## src/rtl/pio_pkg.sv

```systemverilog
package pio_pkg;
   typedef enum logic [1:0] {PH_IDLE, PH_SETUP, PH_ACTIVE, PH_RECOV} phase_t;

   localparam logic [3:0] OFF_CTRL   = 4'h0;
   localparam logic [3:0] OFF_CFG    = 4'h1;
   localparam logic [3:0] OFF_TIMING = 4'h2;
   localparam logic [3:0] OFF_STATUS = 4'h3;
   localparam logic [3:0] OFF_ISTAT  = 4'h4;
   localparam logic [3:0] OFF_IMASK  = 4'h5;
   localparam logic [3:0] OFF_RDATA  = 4'h6;

   localparam int CFG_IORDY_BIT = 1;
   localparam int CFG_SWAP_BIT  = 6;

   localparam int NIRQ    = 3;
   localparam int IRQ_RD  = 0;
   localparam int IRQ_DEV = 1;
   localparam int IRQ_REJ = 2;

   localparam logic [3:0] BUSY_NIB = 4'hF;
endpackage

```

## src/rtl/pio_regfile.sv

```systemverilog
module pio_regfile
   import pio_pkg::*;
#(
   parameter int REG_DW = 32,
   parameter int TIM_W  = 20
) (
   input  logic              clk,
   input  logic              rst_n,
   input  logic              wr_en,
   input  logic [3:0]        wr_off,
   input  logic [REG_DW-1:0] wdata,
   input  logic [NIRQ-1:0]   ev_set,
   output logic              enable,
   output logic              iordy_en,
   output logic              swap_en,
   output logic [TIM_W-1:0]  timing,
   output logic [NIRQ-1:0]   irq_stat,
   output logic [NIRQ-1:0]   irq_mask,
   output logic              irq
);
   generate
      if (TIM_W > REG_DW) begin : g_bad_tim
         $error("timing word wider than register port");
      end
      if (REG_DW <= CFG_SWAP_BIT) begin : g_bad_dw
         $error("register port too narrow for configuration bits");
      end
   endgenerate

   logic [NIRQ-1:0] clr_bits;
   logic            unused_wdata;

   assign unused_wdata = ^wdata;
   assign clr_bits = (wr_en && wr_off == OFF_ISTAT) ? wdata[NIRQ-1:0] : '0;

   always_ff @(posedge clk) begin
      if (!rst_n) begin
         enable   <= 1'b0;
         iordy_en <= 1'b0;
         swap_en  <= 1'b0;
         timing   <= '0;
         irq_mask <= '0;
         irq_stat <= '0;
      end else begin
         if (wr_en) begin
            unique case (wr_off)
               OFF_CTRL:   enable <= wdata[0];
               OFF_CFG: begin
                  iordy_en <= wdata[CFG_IORDY_BIT];
                  swap_en  <= wdata[CFG_SWAP_BIT];
               end
               OFF_TIMING: timing   <= wdata[TIM_W-1:0];
               OFF_IMASK:  irq_mask <= wdata[NIRQ-1:0];
               default: ;
            endcase
         end
         irq_stat <= (irq_stat & ~clr_bits) | ev_set;
      end
   end

   assign irq = |(irq_stat & irq_mask);

   a_r10_w1c_clears: assert property (@(posedge clk) disable iff (!rst_n)
      (wr_en && wr_off == OFF_ISTAT && wdata[IRQ_RD] && !ev_set[IRQ_RD]) |=> !irq_stat[IRQ_RD]);
   a_r10_event_sets: assert property (@(posedge clk) disable iff (!rst_n)
      ev_set[IRQ_DEV] |=> irq_stat[IRQ_DEV]);
endmodule

```

## src/rtl/pio_cycle_fsm.sv

```systemverilog
module pio_cycle_fsm
   import pio_pkg::*;
#(
   parameter int CNT_W = 8
) (
   input  logic             clk,
   input  logic             rst_n,
   input  logic             start,
   input  logic [CNT_W-1:0] len_setup,
   input  logic [CNT_W-1:0] len_active,
   input  logic [CNT_W-1:0] len_recov,
   input  logic             iordy_en,
   input  logic             iordy,
   output phase_t           phase,
   output logic             cap_en
);
   generate
      if (CNT_W < 1) begin : g_bad_cnt
         $error("counter width must be positive");
      end
   endgenerate

   phase_t           ph_q, ph_d;
   logic [CNT_W-1:0] cnt_q, cnt_d;
   logic             cnt_zero, hold_ok;

   function automatic logic [CNT_W-1:0] first_count(input logic [CNT_W-1:0] n);
      return (n == '0) ? '0 : n - 1'b1;
   endfunction

   assign cnt_zero = (cnt_q == '0);
   assign hold_ok  = !iordy_en || iordy;

   always_comb begin
      ph_d   = ph_q;
      cnt_d  = cnt_zero ? cnt_q : cnt_q - 1'b1;
      cap_en = 1'b0;
      unique case (ph_q)
         PH_IDLE: if (start) begin
            ph_d  = PH_SETUP;
            cnt_d = first_count(len_setup);
         end
         PH_SETUP: if (cnt_zero) begin
            ph_d  = PH_ACTIVE;
            cnt_d = first_count(len_active);
         end
         PH_ACTIVE: if (cnt_zero && hold_ok) begin
            ph_d   = PH_RECOV;
            cnt_d  = first_count(len_recov);
            cap_en = 1'b1;
         end
         PH_RECOV: if (cnt_zero) ph_d = PH_IDLE;
      endcase
   end

   always_ff @(posedge clk) begin
      if (!rst_n) begin
         ph_q  <= PH_IDLE;
         cnt_q <= '0;
      end else begin
         ph_q  <= ph_d;
         cnt_q <= cnt_d;
      end
   end

   assign phase = ph_q;

   a_r5_iordy_stretch: assert property (@(posedge clk) disable iff (!rst_n)
      (ph_q == PH_ACTIVE && iordy_en && !iordy) |=> ph_q == PH_ACTIVE);
   a_r7_idle_without_start: assert property (@(posedge clk) disable iff (!rst_n)
      (ph_q == PH_IDLE && !start) |=> ph_q == PH_IDLE);
   a_r2_setup_first: assert property (@(posedge clk) disable iff (!rst_n)
      (ph_q == PH_IDLE && start) |=> ph_q == PH_SETUP);
endmodule

```

## src/rtl/pio_bus_if.sv

```systemverilog
module pio_bus_if
   import pio_pkg::*;
#(
   parameter int DATA_W       = 16,
   parameter bit SWAP_SUPPORT = 1'b1
) (
   input  logic              clk,
   input  logic              rst_n,
   input  logic              start,
   input  logic              acc_wr,
   input  logic              acc_cs1,
   input  logic [2:0]        acc_da,
   input  logic              acc_data,
   input  logic [DATA_W-1:0] wdata,
   input  logic              swap_en,
   input  phase_t            phase,
   input  logic              cap_en,
   input  logic [DATA_W-1:0] dd_in,
   output logic [1:0]        cs_n,
   output logic [2:0]        da,
   output logic              dior_n,
   output logic              diow_n,
   output logic [DATA_W-1:0] dd_out,
   output logic              dd_oe,
   output logic [DATA_W-1:0] rdata,
   output logic              rd_done
);
   localparam int HALF = DATA_W / 2;

   generate
      if (DATA_W % 2 != 0 || DATA_W < 2) begin : g_bad_w
         $error("data bus width must be even");
      end
   endgenerate

   logic              wr_q, cs1_q, data_q;
   logic [2:0]        da_q;
   logic [DATA_W-1:0] wbuf_q, rdata_q;
   logic [DATA_W-1:0] wr_view, rd_view;
   logic              busy;

   generate
      if (SWAP_SUPPORT) begin : g_swap
         assign wr_view = (swap_en && acc_data) ? {wdata[HALF-1:0], wdata[DATA_W-1:HALF]} : wdata;
         assign rd_view = (swap_en && data_q)   ? {dd_in[HALF-1:0], dd_in[DATA_W-1:HALF]} : dd_in;
      end else begin : g_noswap
         logic unused_swap;
         assign unused_swap = swap_en;
         assign wr_view = wdata;
         assign rd_view = dd_in;
      end
   endgenerate

   always_ff @(posedge clk) begin
      if (!rst_n) begin
         wr_q    <= 1'b0;
         cs1_q   <= 1'b0;
         data_q  <= 1'b0;
         da_q    <= '0;
         wbuf_q  <= '0;
         rdata_q <= '0;
      end else begin
         if (start) begin
            wr_q   <= acc_wr;
            cs1_q  <= acc_cs1;
            data_q <= acc_data;
            da_q   <= acc_da;
            wbuf_q <= acc_data ? wr_view : {{HALF{1'b0}}, wdata[HALF-1:0]};
         end
         if (cap_en && !wr_q)
            rdata_q <= data_q ? rd_view : {{HALF{1'b0}}, dd_in[HALF-1:0]};
      end
   end

   assign busy    = (phase != PH_IDLE);
   assign cs_n    = !busy ? 2'b11 : (cs1_q ? 2'b01 : 2'b10);
   assign da      = da_q;
   assign dior_n  = !(phase == PH_ACTIVE && !wr_q);
   assign diow_n  = !(phase == PH_ACTIVE && wr_q);
   assign dd_out  = wbuf_q;
   assign dd_oe   = busy && wr_q;
   assign rdata   = rdata_q;
   assign rd_done = cap_en && !wr_q;

   a_r4_rdata_hold: assert property (@(posedge clk) disable iff (!rst_n)
      !(cap_en && !wr_q) |=> $stable(rdata_q));
   a_r11_addr_stable: assert property (@(posedge clk) disable iff (!rst_n)
      busy |=> (phase == PH_IDLE || ($stable(cs_n) && $stable(da))));
endmodule

```

## src/rtl/pio_host_engine.sv

```systemverilog
module pio_host_engine
   import pio_pkg::*;
#(
   parameter int REG_AW       = 5,
   parameter int REG_DW       = 32,
   parameter int DATA_W       = 16,
   parameter int TIM_SW       = 4,
   parameter int TIM_AW       = 8,
   parameter int TIM_RW       = 8,
   parameter bit SWAP_SUPPORT = 1'b1
) (
   input  logic              clk,
   input  logic              rst_n,
   input  logic [REG_AW-1:0] reg_addr,
   input  logic              reg_wr,
   input  logic              reg_rd,
   input  logic [REG_DW-1:0] reg_wdata,
   output logic [REG_DW-1:0] reg_rdata,
   output logic              irq,
   output logic [1:0]        ata_cs_n,
   output logic [2:0]        ata_da,
   output logic              ata_dior_n,
   output logic              ata_diow_n,
   output logic [DATA_W-1:0] ata_dd_out,
   output logic              ata_dd_oe,
   input  logic [DATA_W-1:0] ata_dd_in,
   input  logic              ata_iordy,
   input  logic              ata_intrq
);
   localparam int TIM_W = TIM_SW + TIM_AW + TIM_RW;
   localparam int CNT_A = (TIM_SW > TIM_AW) ? TIM_SW : TIM_AW;
   localparam int CNT_W = (CNT_A > TIM_RW) ? CNT_A : TIM_RW;
   localparam logic [REG_AW-1:0] BUS_BASE = REG_AW'(16);

   generate
      if (REG_AW < 5) begin : g_bad_aw
         $error("register address needs at least five bits");
      end
      if (REG_DW < DATA_W || REG_DW < TIM_W || REG_DW < 8) begin : g_bad_rdw
         $error("register port narrower than a field it carries");
      end
   endgenerate

   logic              ctl_hit, bus_hit, bus_acc, busy, start, reject;
   logic              enable, iordy_en, swap_en, irq_w;
   logic [TIM_W-1:0]  timing;
   logic [NIRQ-1:0]   irq_stat, irq_mask, ev_set;
   logic              intrq_q, rd_done, cap_en;
   logic [DATA_W-1:0] rdata;
   phase_t            phase;

   assign ctl_hit = (reg_addr[REG_AW-1:4] == '0);
   assign bus_hit = (reg_addr[REG_AW-1:4] == BUS_BASE[REG_AW-1:4]);
   assign bus_acc = bus_hit && (reg_wr || reg_rd);
   assign busy    = (phase != PH_IDLE);
   assign start   = bus_acc && enable && !busy;
   assign reject  = bus_acc && enable && busy;

   always_ff @(posedge clk) begin
      if (!rst_n) intrq_q <= 1'b0;
      else        intrq_q <= ata_intrq;
   end

   always_comb begin
      ev_set          = '0;
      ev_set[IRQ_RD]  = rd_done;
      ev_set[IRQ_DEV] = ata_intrq && !intrq_q;
      ev_set[IRQ_REJ] = reject;
   end

   pio_regfile #(.REG_DW(REG_DW), .TIM_W(TIM_W)) i_regs (
      .clk      (clk),
      .rst_n    (rst_n),
      .wr_en    (reg_wr && ctl_hit),
      .wr_off   (reg_addr[3:0]),
      .wdata    (reg_wdata),
      .ev_set   (ev_set),
      .enable   (enable),
      .iordy_en (iordy_en),
      .swap_en  (swap_en),
      .timing   (timing),
      .irq_stat (irq_stat),
      .irq_mask (irq_mask),
      .irq      (irq_w)
   );

   pio_cycle_fsm #(.CNT_W(CNT_W)) i_fsm (
      .clk        (clk),
      .rst_n      (rst_n),
      .start      (start),
      .len_setup  (CNT_W'(timing[TIM_SW-1:0])),
      .len_active (CNT_W'(timing[TIM_SW+TIM_AW-1:TIM_SW])),
      .len_recov  (CNT_W'(timing[TIM_W-1:TIM_SW+TIM_AW])),
      .iordy_en   (iordy_en),
      .iordy      (ata_iordy),
      .phase      (phase),
      .cap_en     (cap_en)
   );

   pio_bus_if #(.DATA_W(DATA_W), .SWAP_SUPPORT(SWAP_SUPPORT)) i_bus (
      .clk      (clk),
      .rst_n    (rst_n),
      .start    (start),
      .acc_wr   (reg_wr),
      .acc_cs1  (reg_addr[3]),
      .acc_da   (reg_addr[2:0]),
      .acc_data (reg_addr[3:0] == 4'h0),
      .wdata    (reg_wdata[DATA_W-1:0]),
      .swap_en  (swap_en),
      .phase    (phase),
      .cap_en   (cap_en),
      .dd_in    (ata_dd_in),
      .cs_n     (ata_cs_n),
      .da       (ata_da),
      .dior_n   (ata_dior_n),
      .diow_n   (ata_diow_n),
      .dd_out   (ata_dd_out),
      .dd_oe    (ata_dd_oe),
      .rdata    (rdata),
      .rd_done  (rd_done)
   );

   always_comb begin
      reg_rdata = '0;
      if (ctl_hit) begin
         unique case (reg_addr[3:0])
            OFF_CTRL:   reg_rdata[0] = enable;
            OFF_CFG: begin
               reg_rdata[CFG_IORDY_BIT] = iordy_en;
               reg_rdata[CFG_SWAP_BIT]  = swap_en;
            end
            OFF_TIMING: reg_rdata[TIM_W-1:0]    = timing;
            OFF_STATUS: reg_rdata[REG_DW-1 -: 4] = busy ? BUSY_NIB : 4'h0;
            OFF_ISTAT:  reg_rdata[NIRQ-1:0]     = irq_stat;
            OFF_IMASK:  reg_rdata[NIRQ-1:0]     = irq_mask;
            OFF_RDATA:  reg_rdata[DATA_W-1:0]   = rdata;
            default: ;
         endcase
      end
   end

   assign irq = irq_w;

   a_r3_single_strobe: assert property (@(posedge clk) disable iff (!rst_n)
      ata_dior_n || ata_diow_n);
   a_r9_reject_flag: assert property (@(posedge clk) disable iff (!rst_n)
      reject |=> irq_stat[IRQ_REJ]);
   a_r8_busy_follows_accept: assert property (@(posedge clk) disable iff (!rst_n)
      start |=> (ata_cs_n != 2'b11));
   a_r7_disabled_quiet: assert property (@(posedge clk) disable iff (!rst_n)
      (!enable && !busy) |=> ata_cs_n == 2'b11);
endmodule

```

## config.mk

```make
export PLATFORM = sky130hd
export DESIGN_NAME = pio_host_engine
export DESIGN_NICKNAME = d
export VERILOG_FILES = /design/src/rtl/pio_pkg.sv /design/src/rtl/pio_regfile.sv /design/src/rtl/pio_cycle_fsm.sv /design/src/rtl/pio_bus_if.sv /design/src/rtl/pio_host_engine.sv
export SDC_FILE = /design/constraint.sdc
export NUM_CORES = 1
export LEC_CHECK = 0
export BUFFER_PORTS_ARGS = -buffer_cell sky130_fd_sc_hd__clkbuf_2
export CAP_MARGIN = 10
export CORE_ASPECT_RATIO = 0.9
export CORE_MARGIN = 2
export CORE_UTILIZATION = 53
export DETAILED_ROUTE_END_ITERATION = 12
export PLACE_DENSITY = 0.8
export SLEW_MARGIN = 5
export SYNTH_ARGS = -nofsm -noshare
export SYNTH_HDL_FRONTEND = slang
export SYNTH_SLANG_ARGS = --single-unit
```

## constraint.sdc

```tcl
create_clock -name clk -period 2.7 [get_ports clk]
set_input_delay 0.54 -clock clk [delete_from_list [all_inputs] [get_ports clk]]
set_output_delay 0.54 -clock clk [all_outputs]
set_load 0.01 [all_outputs]
```

==> flow_summary.toml <==
[die]
die_h_um = 91.2
rows = 31
core_area_um2 = 8110
die_w_um = 101
start_util_pct = 55.2
io_pins = 116
dieArea_um2 = 9190

[yosys]
synth-edff-count = 0
synth_area_um2 = 4470
seq_area_frac_synth_pct = 34.9
synth_xor_area_share_pct = 2.94
ys_warn_count = 0
ys_seq_elements = 78
async_flop_share_pct = 0
ys.flop_type = "dfxtp_1"
synth_top_family_by_area = "simple AND/OR/NAND/NOR gates"
yosys.area_share.simple_pct = 25.5
synth_compound_area_share_pct = 19.1
synthMuxAreaShare_pct = 7.92
yosysTopAreaCell = "dfxtp_1"
syn_avg_cell_area_um2 = 7.79
synth_area_leaders = "dfxtp_1 35%, a21oi_1 6.6%, nand2_1 6.5%"
synth.top_cell.area_share_pct = 34.9
synth_cell_type_count = 57
synth-adder-area-share_pct = 2.80
syn_inst = 574

[finish]
layout-drive-gt1-share_pct = 22.9
syn_to_final_growth_pct = 17.1
num-fill-cells = 707
nets = 724
antenna_cells = 0
fin_area_um2 = 5240

[pwr]
p_per_area_nw_per_um2 = 627
p_comb_share_pct = 30.1
p_leak_uw = 0.00212
p_clk_share_pct = 30.7
swShare_pct = 33.1
max-vdd-ir-drop_uv = 388
power.internal_uw = 2200
p_total_uw = 3280
seqPwrFrac_pct = 39.2
p_sw_uw = 1090

[timing]
grt_setup_unrepaired = "false"
period_needed_ns = 2.43
drv_slew = 0
setup_violations = 0
finalClockSkew_ns = 0.00910
period_share_pct = 89.8
slew-limit-headroom_pct = 56.9
layout_setup_ws_ns = 0.275
tightest_slew_ns = 0.645
fin_tns_setup_ns = 0
hold_viol = 0
clock.fmax_mhz = 412

[drt]
postRouteAntennaNets = 0
wl_per_cell_um = 16.8
wirelength_um = 12800
routed_via_density = 6.01
drtIter0Drc = 385
num_vias = 4562
first_pass_iters = 5
drcViolationCount = 0

[setup_path]
required_ns = 2.16
reg2reg_depth = 8
critPathKind = "input pin to output port"
arrival_ns = 1.89
critPathMaxFanout = 10
reg2reg_to = "i_fsm.cnt_q[2]$_SDFF_PN0_"
worstReg2RegStart = "i_fsm.cnt_q[0]$_SDFF_PN0_"
setup.worst_path.end_class = "output port"
r2r_slack_ns = 0.40
critPathLaunchType = "input pin"

[cts]
clk_latency_ns = 0.36
cts-root-buf = "clkbuf_8"
htreeDepth = 3
cts.path.max_buffers = 2
cts_sinks = 78
numCtsBuffers = 9
postCtsSetupBuffers = 0
cts_tree = "built"
clk_pin_slew_worst_paths_ns = 0.09

[global_route]
grt_pass1_wl_um = 20600
antenna_found_initial = 0
grt_pass1_vias = 4211
track_usage_pct = 28.0
overflow = 0
grt_max_degree = 31

[placed_design]
portBuffers = 95
gp_congestion = 0.890
post_dp_cell_area_um2 = 5000
dp_hpwl_um = 9510
post-place-ws_ns = 0.166

[run_status]
status = "complete, no violations"

[hold_path]
hold_class = "input pin to flip-flop"
hold_path_depth = 2
hold_path.startpoint = "ata_intrq"
holdPathEnd = "intrq_q$_SDFF_PN0_"

[run]
drv_cap = 0
-- cell usage after synthesis, drive strengths merged (2+ instances only) --
master   number
a211oi        9
a21oi        59
a222oi        3
a22oi        13
a311oi        8
and2          6
buf          15
clkbuf       34
dfxtp        78
ha           10
inv          16
mux2         11
mux2i        23
nand2        77
nand2b        4
nand3        38
nand4         2
nor2         62
nor2b         7
nor3         21
nor3b         4
nor4          5
nor4b         4
o2111ai       2
o21a          2
o21ai         7
o22a          3
o22ai         3
o31ai         4
o32ai         3
or2           3
or4           5
xnor2        11
xor2          4
-- final cells by class --
type	instances	area [um^2]	share of cell area, %
inverter	17	63.8	1.22
clock buffer	10	138	2.63
clock inverter	6	91.3	1.74
sequential	78	1560	29.8
timing repair buffer	112	603	11.5
tap	99	124	2.37
multi-input combinational	437	2660	50.7
-- worst max-delay path, cell delays in order --
cell	delay (ns)
clkbuf_2	0.14
nand2b_1	0.25
nor3_4	0.36
buf_4	0.24
a22oi_1	0.09
nor2_1	0.12
clkbuf_2	0.14
-- timing repair --
| item | 4_1_cts | 5_1_grt |
|---|---|---|
| setup endpoints to repair | 0 | 4 |
| hold buffers | 0 | 0 |
| resized for setup | 0 | 1 |
-- flip-flops by register name, summed over array words and instances (netlist names), 2 cells and up --
register / cells
i_fsm.cnt_q: 8
i_fsm.phase: 2
i_bus.da: 3
i_bus.rdata: 16
i_bus.dd_out: 16
i_regs.irq_stat: 3
i_regs.timing: 20
i_regs.irq_mask: 3
-- placed cells by master (no fill, tap or decap), types with 5 or more instances in the layout --
master    netlist  final
nor2_1         62     62
xnor2_1        11     11
inv_1          16     15
buf_4          13     17
mux2_2         11     11
or4_1           5      5
a311oi_1        8      8
mux2i_1        23     23
conb_1          1      8
nor3_1         19     19
a21oi_1        59     59
nor2b_1         7      7
o21ai_0         7      7
a211oi_1        9      9
a22oi_1        13     13
clkbuf_8        0     10
nand3_1        38     38
dfxtp_1        78     78
ha_1           10     10
and2_1          6      6
nand2_1        77     77
clkbuf_2        1     95
-- worst max path at each step --
stage / startpoint / end / slack [ns]
after floorplan: reg_addr[0] / reg_rdata[29] / 0.21
after global placement: reg_addr[3] / i_regs.timing[5]$_SDFFE_PN0P_ / 0.24
after detailed placement: reg_addr[3] / i_regs.timing[2]$_SDFFE_PN0P_ / 0.17
after CTS: i_fsm.phase[0]$_SDFFE_PN0P_ / reg_rdata[30] / 0.14
after global routing: reg_addr[3] / reg_rdata[11] / 0.11
final: reg_addr[3] / reg_rdata[14] / 0.27
-- cells by family after synthesis --
family	count (synthesis)
AOI/OAI and AO/OA	129
other	1
muxes	34
buffers and inverters	66
adders and majority gates	10
and+or+nand+nor	241
xor gates and xnor gates	15
DFF	78
-- power groups by stage --
stage / clock network [uW] / logic, uW / registers [uW]
floorplan: 0 / 755 / 1300
global placement: 0 / 951 / 1310
detailed placement: 0 / 969 / 1310
CTS: 1020 / 977 / 1290
global route: 1070 / 1100 / 1300
finish: 1010 / 987 / 1290
-- through the flow --
stage,hold slack (ns),utilization [%],instances
2_1_floorplan,0.432,-,581
3_3_place_gp,0.441,61.7,743
3_5_place_dp,0.446,61.7,743
4_1_cts,0.389,64.5,759
5_1_grt,0.421,64.6,759
6_report,0.389,64.6,759
-- routing by layer --
metal	wire length (um)	share of wire, %	global-route usage [%]	up-vias
met5	0	0	0	-
met4	291	2.3	6.85	0
met3	983	7.7	7.08	33
met2	5960	47	45.2	192
met1	5520	43	37.1	2147
li1	-	-	-	2190
Note: power is estimated with default switching activity, not from simulation.
